[src/rtl/ubs_pkg.sv]
package ubs_pkg;

  localparam int CORE_BYTES = 4;

  // byte count of a size code; code 3 is treated as a double word
  function automatic logic [2:0] size_bytes(input logic [1:0] code);
    case (code)
      2'd0:    return 3'd1;
      2'd1:    return 3'd2;
      default: return 3'd4;
    endcase
  endfunction

  // index of the final bus cycle for a lane offset, byte count and log2(lanes)
  function automatic logic [1:0] last_beat(input logic [1:0] ofs,
                                           input logic [2:0] nbytes,
                                           input int lsh);
    logic [3:0] span;
    span = {2'b00, ofs} + {1'b0, nbytes} - 4'd1;
    return 2'(span >> lsh);
  endfunction

endpackage

[src/rtl/ubs_beat_plan.sv]
module ubs_beat_plan #(
  parameter int ADDR_W = 16,
  parameter int LANE_N = 4
) (
  input  logic [ADDR_W-1:0]       base_addr,
  input  logic [1:0]              beat,
  input  logic [2:0]              nbytes,
  output logic [ADDR_W-1:0]       beat_addr,
  output logic [LANE_N-1:0]       lane_sel,
  output logic [LANE_N-1:0][1:0]  lane_off
);
  localparam int LSH = $clog2(LANE_N);

  logic [LSH-1:0] ofs;
  logic [4:0]     first_pos;

  assign ofs       = base_addr[LSH-1:0];
  assign first_pos = {3'b000, beat} << LSH;
  assign beat_addr = {base_addr[ADDR_W-1:LSH], {LSH{1'b0}}} + ADDR_W'(first_pos);

  // per lane: position in the span, relative byte index, membership
  for (genvar l = 0; l < LANE_N; l++) begin : g_lane
    logic [4:0] pos;
    logic [4:0] rel;
    assign pos         = first_pos + 5'(l);
    assign rel         = pos - 5'(ofs);
    assign lane_sel[l] = (pos >= 5'(ofs)) && (rel < 5'(nbytes));
    assign lane_off[l] = rel[1:0];
  end

endmodule

[src/rtl/ubs_lane_steer.sv]
module ubs_lane_steer #(
  parameter int LANE_N = 4
) (
  input  logic [LANE_N-1:0]       lane_sel,
  input  logic [LANE_N-1:0][1:0]  lane_off,
  input  logic [31:0]             core_wdata,
  input  logic [LANE_N*8-1:0]     bus_rdata,
  input  logic [31:0]             hold,
  output logic [LANE_N*8-1:0]     bus_wdata,
  output logic [31:0]             hold_next
);

  // register order -> lane order
  for (genvar l = 0; l < LANE_N; l++) begin : g_wr
    assign bus_wdata[8*l +: 8] = lane_sel[l] ? core_wdata[8*lane_off[l] +: 8] : 8'h00;
  end

  // lane order -> register order, merged into the holding value
  always_comb begin
    hold_next = hold;
    for (int l = 0; l < LANE_N; l++) begin
      if (lane_sel[l]) hold_next[8*lane_off[l] +: 8] = bus_rdata[8*l +: 8];
    end
  end

endmodule

[src/rtl/ubs_splitter.sv]
module ubs_splitter #(
  parameter int ADDR_W = 16,
  parameter int DATA_W = 32
) (
  input  logic                 clk,
  input  logic                 rst_n,
  input  logic                 req_valid,
  output logic                 req_ready,
  input  logic [ADDR_W-1:0]    req_addr,
  input  logic [1:0]           req_size,
  input  logic                 req_write,
  input  logic [31:0]          req_wdata,
  output logic                 done,
  output logic [31:0]          done_rdata,
  output logic [ADDR_W-1:0]    bus_addr,
  output logic [DATA_W/8-1:0]  bus_be,
  output logic                 bus_rd_n,
  output logic                 bus_wr_n,
  output logic [DATA_W-1:0]    bus_wdata,
  input  logic [DATA_W-1:0]    bus_rdata
);
  import ubs_pkg::*;

  localparam int LANE_N = DATA_W / 8;
  localparam int LSH    = $clog2(LANE_N);

  typedef enum logic [1:0] {ST_IDLE, ST_BEAT, ST_DONE} st_t;

  st_t                      st_q;
  logic [ADDR_W-1:0]        addr_q;
  logic [2:0]               nbytes_q;
  logic                     wr_q;
  logic [31:0]              wdata_q;
  logic [1:0]               beat_q;
  logic [1:0]               last_q;
  logic [31:0]              hold_q;

  logic [LANE_N-1:0]        lane_sel;
  logic [LANE_N-1:0][1:0]   lane_off;
  logic [31:0]              hold_next;
  logic [ADDR_W-1:0]        beat_addr;

  // named internal events
  logic accept, beat_active, beat_final, beat_adv, strobe_on;

  assign req_ready   = (st_q == ST_IDLE);
  assign accept      = req_valid && req_ready;
  assign beat_active = (st_q == ST_BEAT);
  assign beat_final  = beat_active && (beat_q == last_q);
  assign beat_adv    = beat_active && !beat_final;

  ubs_beat_plan #(.ADDR_W(ADDR_W), .LANE_N(LANE_N)) u_plan (
    .base_addr (addr_q),
    .beat      (beat_q),
    .nbytes    (nbytes_q),
    .beat_addr (beat_addr),
    .lane_sel  (lane_sel),
    .lane_off  (lane_off)
  );

  ubs_lane_steer #(.LANE_N(LANE_N)) u_steer (
    .lane_sel   (lane_sel),
    .lane_off   (lane_off),
    .core_wdata (wdata_q),
    .bus_rdata  (bus_rdata),
    .hold       (hold_q),
    .bus_wdata  (bus_wdata),
    .hold_next  (hold_next)
  );

  assign bus_addr   = beat_addr;
  assign bus_be     = beat_active ? lane_sel : '0;
  assign bus_rd_n   = !(beat_active && !wr_q);
  assign bus_wr_n   = !(beat_active && wr_q);
  assign strobe_on  = !bus_rd_n || !bus_wr_n;
  assign done       = (st_q == ST_DONE);
  assign done_rdata = hold_q;

  always_ff @(posedge clk) begin
    if (!rst_n) begin
      st_q     <= ST_IDLE;
      addr_q   <= '0;
      nbytes_q <= 3'd1;
      wr_q     <= 1'b0;
      wdata_q  <= '0;
      beat_q   <= '0;
      last_q   <= '0;
      hold_q   <= '0;
    end else begin
      case (st_q)
        ST_IDLE: if (accept) begin
          st_q     <= ST_BEAT;
          addr_q   <= req_addr;
          nbytes_q <= size_bytes(req_size);
          wr_q     <= req_write;
          wdata_q  <= req_wdata;
          beat_q   <= '0;
          last_q   <= last_beat(2'(req_addr[LSH-1:0]), size_bytes(req_size), LSH);
          hold_q   <= '0;
        end
        ST_BEAT: begin
          if (!wr_q) hold_q <= hold_next;
          if (beat_final) st_q <= ST_DONE;
          else            beat_q <= beat_q + 2'd1;
        end
        default: st_q <= ST_IDLE;
      endcase
    end
  end

  // the two strobes are never active together
  p_one_strobe_r7: assert property (@(posedge clk) disable iff (!rst_n)
    !(!bus_rd_n && !bus_wr_n));

  // an active bus address sits on a bus-word boundary
  p_aligned_r3: assert property (@(posedge clk) disable iff (!rst_n)
    strobe_on |-> (bus_addr[LSH-1:0] == '0));

  // successive cycles of one request climb by one bus word
  p_ascend_r3: assert property (@(posedge clk) disable iff (!rst_n)
    beat_adv |=> (bus_addr == $past(bus_addr) + ADDR_W'(LANE_N)));

  // enables are quiet without a strobe, and some lane takes part with one
  p_be_quiet_r4: assert property (@(posedge clk) disable iff (!rst_n)
    !strobe_on |-> (bus_be == '0));
  p_be_used_r4: assert property (@(posedge clk) disable iff (!rst_n)
    strobe_on |-> (bus_be != '0));

  // completion lasts one cycle and follows a final bus cycle
  p_done_pulse_r8: assert property (@(posedge clk) disable iff (!rst_n)
    done |=> !done);
  p_done_after_beat_r8: assert property (@(posedge clk) disable iff (!rst_n)
    beat_final |=> done);

  // no acceptance while a bus cycle is on the bus
  p_busy_r9: assert property (@(posedge clk) disable iff (!rst_n)
    strobe_on |-> !req_ready);

  // a single-byte result has zero upper bytes
  p_upper_zero_r6: assert property (@(posedge clk) disable iff (!rst_n)
    (done && nbytes_q == 3'd1) |-> (done_rdata[31:8] == 24'h0));

endmodule

[config.mk]
export PLATFORM = sky130hd
export DESIGN_NAME = ubs_splitter
export DESIGN_NICKNAME = d
export VERILOG_FILES = /design/src/rtl/ubs_pkg.sv /design/src/rtl/ubs_beat_plan.sv /design/src/rtl/ubs_lane_steer.sv /design/src/rtl/ubs_splitter.sv
export SDC_FILE = /design/constraint.sdc
export NUM_CORES = 1
export LEC_CHECK = 0
export CORE_AREA = 2 2 119 121
export CTS_BUF_LIST = sky130_fd_sc_hd__clkbuf_8
export CTS_CLUSTER_SIZE = 25
export DETAILED_ROUTE_END_ITERATION = 12
export DIE_AREA = 0 0 121 123
export MAX_ROUTING_LAYER = met4
export PLACE_DENSITY_LB_ADDON = 0.2
export SETUP_SLACK_MARGIN = 0.2
export SLEW_MARGIN = 10
export SYNTH_ARGS = -nofsm -noshare
export SYNTH_HDL_FRONTEND = slang
export SYNTH_SLANG_ARGS = --single-unit
[constraint.sdc]
create_clock -name clk -period 6.35 [get_ports clk]
set_input_delay 1.5875 -clock clk [delete_from_list [all_inputs] [get_ports clk]]
set_output_delay 1.5875 -clock clk [all_outputs]
set_load 0.01 [all_outputs]
Word-level counts from Yosys, hierarchy flattened:

Index checks and enable logic that the tools add are counted.

* bits in registers: 90

* equality and inequality tests: 8
* shifts and indexed selects: 12
* $add $sub $neg: 15
* $lt $le $gt $ge: 8
* mux-type cells: 26
* reduce and logical (&&, ||, !) cells: 18

Operator list (number)
* 32-bit 2-to-1 mux: 6
* 5-bit negator with 34-bit output: 4
* 8-bit by 34-bit variable shift with 32-bit output, first input constant: 4
* 8-bit by 34-bit indexed part select with 32-bit output: 4
* 32-bit bitwise mux: 4
* 32-bit by 6-bit indexed part select with 8-bit output: 4
* 32-bit one-hot mux with 2 select lines: 1
* 8-bit 2-to-1 mux: 4
* 5-bit by 3-bit < comparator with 1-bit output: 4
* 16-bit by 4-bit adder with 16-bit output: 1
* 5-bit by 2-bit >= comparator with 1-bit output: 3
* 5-bit by 2-bit subtractor with 5-bit output: 3
* 4-bit by 2-bit adder with 5-bit output, second input constant: 2
* 3-bit 2-to-1 mux: 3
* 1-bit logical AND: 8
* 2-bit 2-to-1 mux: 4
* 2-bit one-hot mux with 2 select lines: 2
* 3-bit one-hot mux with 2 select lines: 1
* 3-bit AND reduction: 2
* 4-bit by 1-bit adder with 5-bit output, second input constant: 1
* 4-bit by 2-bit subtractor with 5-bit output: 1
* 2-bit by 3-bit adder with 4-bit output: 1
* 2-bit by 1-bit == test with 1-bit output, second input constant: 2
* 4-bit by 2-bit >= comparator with 1-bit output: 1
* 11 further kinds: 17

Depth between registers and ports, before layout:

* word-level depth: 13
* mapped depth: 15
* gate-level depth less buffers: 10

Hierarchy:

Synthesis repeated with hierarchy kept, for this count alone.

* cells, all modules: 821
* area, all modules: 6941.7 um^2

By module, submodules not included
* ubs_splitter: sequential area each 1801.7 um^2, area each 3460.8 um^2, instances 1, cells each 416
* ubs_lane_steer: sequential area each 0.0 um^2, area each 2781.4 um^2, instances 1, cells each 315
* ubs_beat_plan: sequential area each 0.0 um^2, area each 699.4 um^2, instances 1, cells each 90

Worst setup path after synthesis:

OpenSTA, ideal clock, no wires.

* kind: flip-flop to output port
* start point: register addr_q[1]
* end point: output bus_be[0]
* slack: 0.904 ns
* cell stages (with the launch flop): 14
* arrival: 3.859 ns
* cells stage by stage: dfxtp_1 clkbuf_1 clkbuf_1 inv_1 ha_1 buf_4 clkbuf_1 xnor2_1 ha_1 and2_1 or3_4 or4_4 clkbuf_1 nor2_1

* longest elaborated chain between the ends: 4
* elaborated cells on any way between the ends: 5
* those cells by class: add/sub (1); order compare (2); mux (1); reduce/logical (1)

Ends and longest elaborated chain
* start, declared: RTL line ubs_splitter.sv:30 `logic [ADDR_W-1:0] addr_q;`
* start signal, assigned: RTL line ubs_splitter.sv:93 `addr_q <= req_addr;`
* 4-bit by 2-bit subtractor with 5-bit output: RTL line ubs_beat_plan.sv:26 `assign rel = pos - 5'(ofs);`
* 5-bit by 3-bit < comparator with 1-bit output: RTL line ubs_beat_plan.sv:27 `assign lane_sel[l] = (pos >= 5'(ofs)) && (rel < 5'(nbytes));`
* 1-bit logical AND (*): RTL line ubs_beat_plan.sv:27
* 4-bit 2-to-1 mux (*): RTL line ubs_splitter.sv:72 `assign bus_be = beat_active ? lane_sel : '0;`
* end, declared: RTL line ubs_splitter.sv:16 `output logic [DATA_W/8-1:0] bus_be,`

Mark *: on every way between the ends. The rest lies on a longest branch, timed or not.

Worst setup path after layout:

* start point: register addr_q[0]
* end point: output bus_wdata[3]

* longest elaborated chain between the ends: 4
* elaborated cells on any way between the ends: 6
* those cells by class: add/sub (1); order compare (2); shift (1); mux (1); reduce/logical (1)

Ends and longest elaborated chain
* branches (longest 3 deep; another with 4-bit by 2-bit subtractor with 5-bit output)
* 8-bit 2-to-1 mux (*): RTL line ubs_lane_steer.sv:15 `assign bus_wdata[8*l +: 8] = lane_sel[l] ? core_wdata[8*lane_off[l] +: 8] : 8'h00;`
* end, declared: RTL line ubs_splitter.sv:19 `output logic [DATA_W-1:0] bus_wdata,`

Mark *: on every way between the ends.

==> results.tsv <==
stage	metric	value	unit
timing	max_slew_margin	0.198	
die	start_util	0.510	
final_layout	fin_util	0.653	
route	drc	0	
critical_path	crit_start	addr_q[0]$_SDFFE_PN0P_	
placed_design	io_buffers	171	
synthesis	synth_ff_type	dfxtp_1	
die	ios	174	
timing	setup_slack	549	ps
min_path	min_path_type	flip-flop to flip-flop	
die	fp.dieW	121	um
synthesis	ys_async_sr_fraction	0	
timing	rsz0062_at_grt	no	
die	die_area	0.0149	mm2
route	num_vias	7654	
clock_network	tritoncts	done	
status	status	finished, final reports clean	
clock_network	clk_latency	390	ps
final_layout	mostFrequentLayoutCells	171 x clkdlybuf4s50_1, 136 x nand2_1, 89 x dfxtp_1	
run	maxCapViolCount	0	
route	routed_wirelength	24500	um
min_path	worstHoldStart	nbytes_q[1]$_SDFFE_PN0P_	
timing	finalHoldViolCount	0	
synthesis	yosysSeqAreaShare	0.260	
timing	max_freq	172	MHz
global_route	grt_pass1_wl	37800	um
timing	final_max_slew_viol_count	0	
synthesis	ys_types	60	
final_layout	final_common_cell	clkdlybuf4s50_1	
pwr	power_density	189	mW/mm2
global_route	track_usage	0.335	
die	core_area	0.0136	mm2
global_route	grt_antenna_before_repair	0	
timing	worstMarginPinSlew	1190	ps
timing	whs	461	ps
die	rows	43	
global_route	grt_pass1_vias	6922	
global_route	grt_max_degree	60	
final_layout	drive_gt1_frac	0.0746	
global_route	gr-total-overflow	0	
pwr	peakVddDrop	0.125	mV
synthesis	synth.avg_cell_area	7.90	um2
synthesis	synth_warnings	0	
timing	finClkSkew	14.1	ps
clock_network	clk_pin_slew	90	ps
timing	fin_crit_sh	0.914	
clock_network	cts-root-buf	clkbuf_8	
route	detail-route-antenna-nets	0	
clock_network	postCtsSetupBuffers	0	
final_layout	diodes	0	
clock_network	cts-htree-levels	3	
synthesis	ys_ff_latch	90	
synthesis	synth_edf_count	0	
critical_path	r2r_start	addr_q[0]$_SDFFE_PN0P_	
clock_network	ctsHoldBuffers	0	
route	via_per_inst	6.45	
clock_network	cts-buffers-inserted	9	
critical_path	worstSetupPathType	flip-flop to output port	
synthesis	synth_area	0.00694	mm2
critical_path	critPathLaunchType	flip-flop	
pwr	leakagePower	0.00314	uW
clock_network	cts.path.max_buffers	2	
timing	setup_tns	0	ps
placed_design	dpl.hpwl	17100	um
critical_path	end_kind	output port	
placed_design	gp_congestion	0.965	
critical_path	arrival	4210	ps
critical_path	path_max_fanout	29	
route	wl_per_cell	20.7	um
clock_network	postCtsResizedCells	0	
timing	finalSetupViolCount	0	
route	first_pass_iters	5	
clock_network	clock_sinks	90	
placed_design	pre_cts_ws	833	ps
die	die_height	123	um
route	drt_iter0_drc	1000	
critical_path	cp.required	4760	ps
final_layout	fin_nets	1113	
timing	layout_min_cycle_time	5800	ps
final_layout	area_delta_synth_final	28.1	%
synthesis	syn_inst	879	
==> state kept, by name, summed over array words and instances, names as in the netlist <==
| register | flops |
|---|---|
| st_q | 2 |
| beat_q | 2 |
| done_rdata | 32 |
| wdata_q | 32 |
| nbytes_q | 3 |
| addr_q | 16 |
| wr_q | 1 |
| last_q | 2 |
==> cell families after synthesis <==
kind of cell	Yosys count	synth area share
muxes	34	0.107
xor gates and xnor gates	17	0.0214
DFF	90	0.260
buffers and inverters	109	0.0622
adders and majority gates	26	0.0490
other	1	0.000540
and+or+nand+nor	306	0.220
AOI/OAI and AO/OA	296	0.280
==> power breakdown <==
group / internal [uW] / leakage (uW) / switching [uW]
logic: 267 / 0.00232 / 380
clock network: 157 / 0.0000908 / 239
registers: 598 / 0.000735 / 42.2
==> per-layer routing <==
layer,vias up,track usage,part of all wire
met5,-,-,0
met2,522,0.514,0.46
li1,3481,-,-
met3,93,0.0374,0.090
met1,3558,0.443,0.40
met4,0,0.160,0.046
==> critical path, cell delays in order (launching register included) <==
cell             delay [ps]
dfxtp_2                 680
inv_1                   270
ha_2                    240
buf_4                   190
xnor2_1                 150
ha_1                    300
and2_1                  180
or3_4                   400
nor4_4                  310
buf_4                   360
and2_1                  180
clkdlybuf4s50_1         530
==> layout make-up <==
type	instances	area (um2)
Inverter	36	135
Tap cell	180	225
Multi-Input combinational cell	681	4740
Sequential cell	90	1800
Clock inverter	6	48.8
Fill cell	1218	4720
Clock buffer	10	138
Timing Repair Buffer	183	1800
==> cells in the mapped netlist, types with 9 or more instances <==
master | instances | area [um2]
inv_1 | 36 | 135
mux4_2 | 32 | 721
and3_1 | 17 | 106
xnor2_1 | 10 | 87.6
nand2_1 | 137 | 514
nor2_1 | 25 | 93.8
a21boi_0 | 14 | 105
ha_1 | 24 | 300
a221oi_1 | 22 | 193
a211o_1 | 16 | 140
and2_1 | 21 | 131
a21oi_1 | 87 | 435
nand4_1 | 19 | 119
a22oi_1 | 21 | 158
buf_1 | 9 | 33.8
o211ai_1 | 17 | 128
nand2b_1 | 25 | 156
o31ai_1 | 9 | 67.6
nor2b_1 | 28 | 175
clkbuf_1 | 54 | 203
dfxtp_1 | 90 | 1800
o21ai_0 | 61 | 305
a2111oi_0 | 9 | 78.8
==> path summary, 6_finish.rpt <==
check        cells after the start  slack (ps)                         end
max                             11         550                bus_wdata[3]
min                              2         460    nbytes_q[1]$_SDFFE_PN0P_
min reg2reg                      2         460    nbytes_q[1]$_SDFFE_PN0P_
max reg2reg                     10        2010  done_rdata[9]$_SDFFE_PN0P_
==> per-stage QoR <==
step                instances  total power, uW  area (um2)
floorplan                 880             1030        6950
global placement         1170             1270        8700
detailed placement       1170             1280        8700
CTS                      1186             1670        8890
global route             1186             1760        8890
finish                   1186             1680        8890
Power figures use the tool's default switching activity.
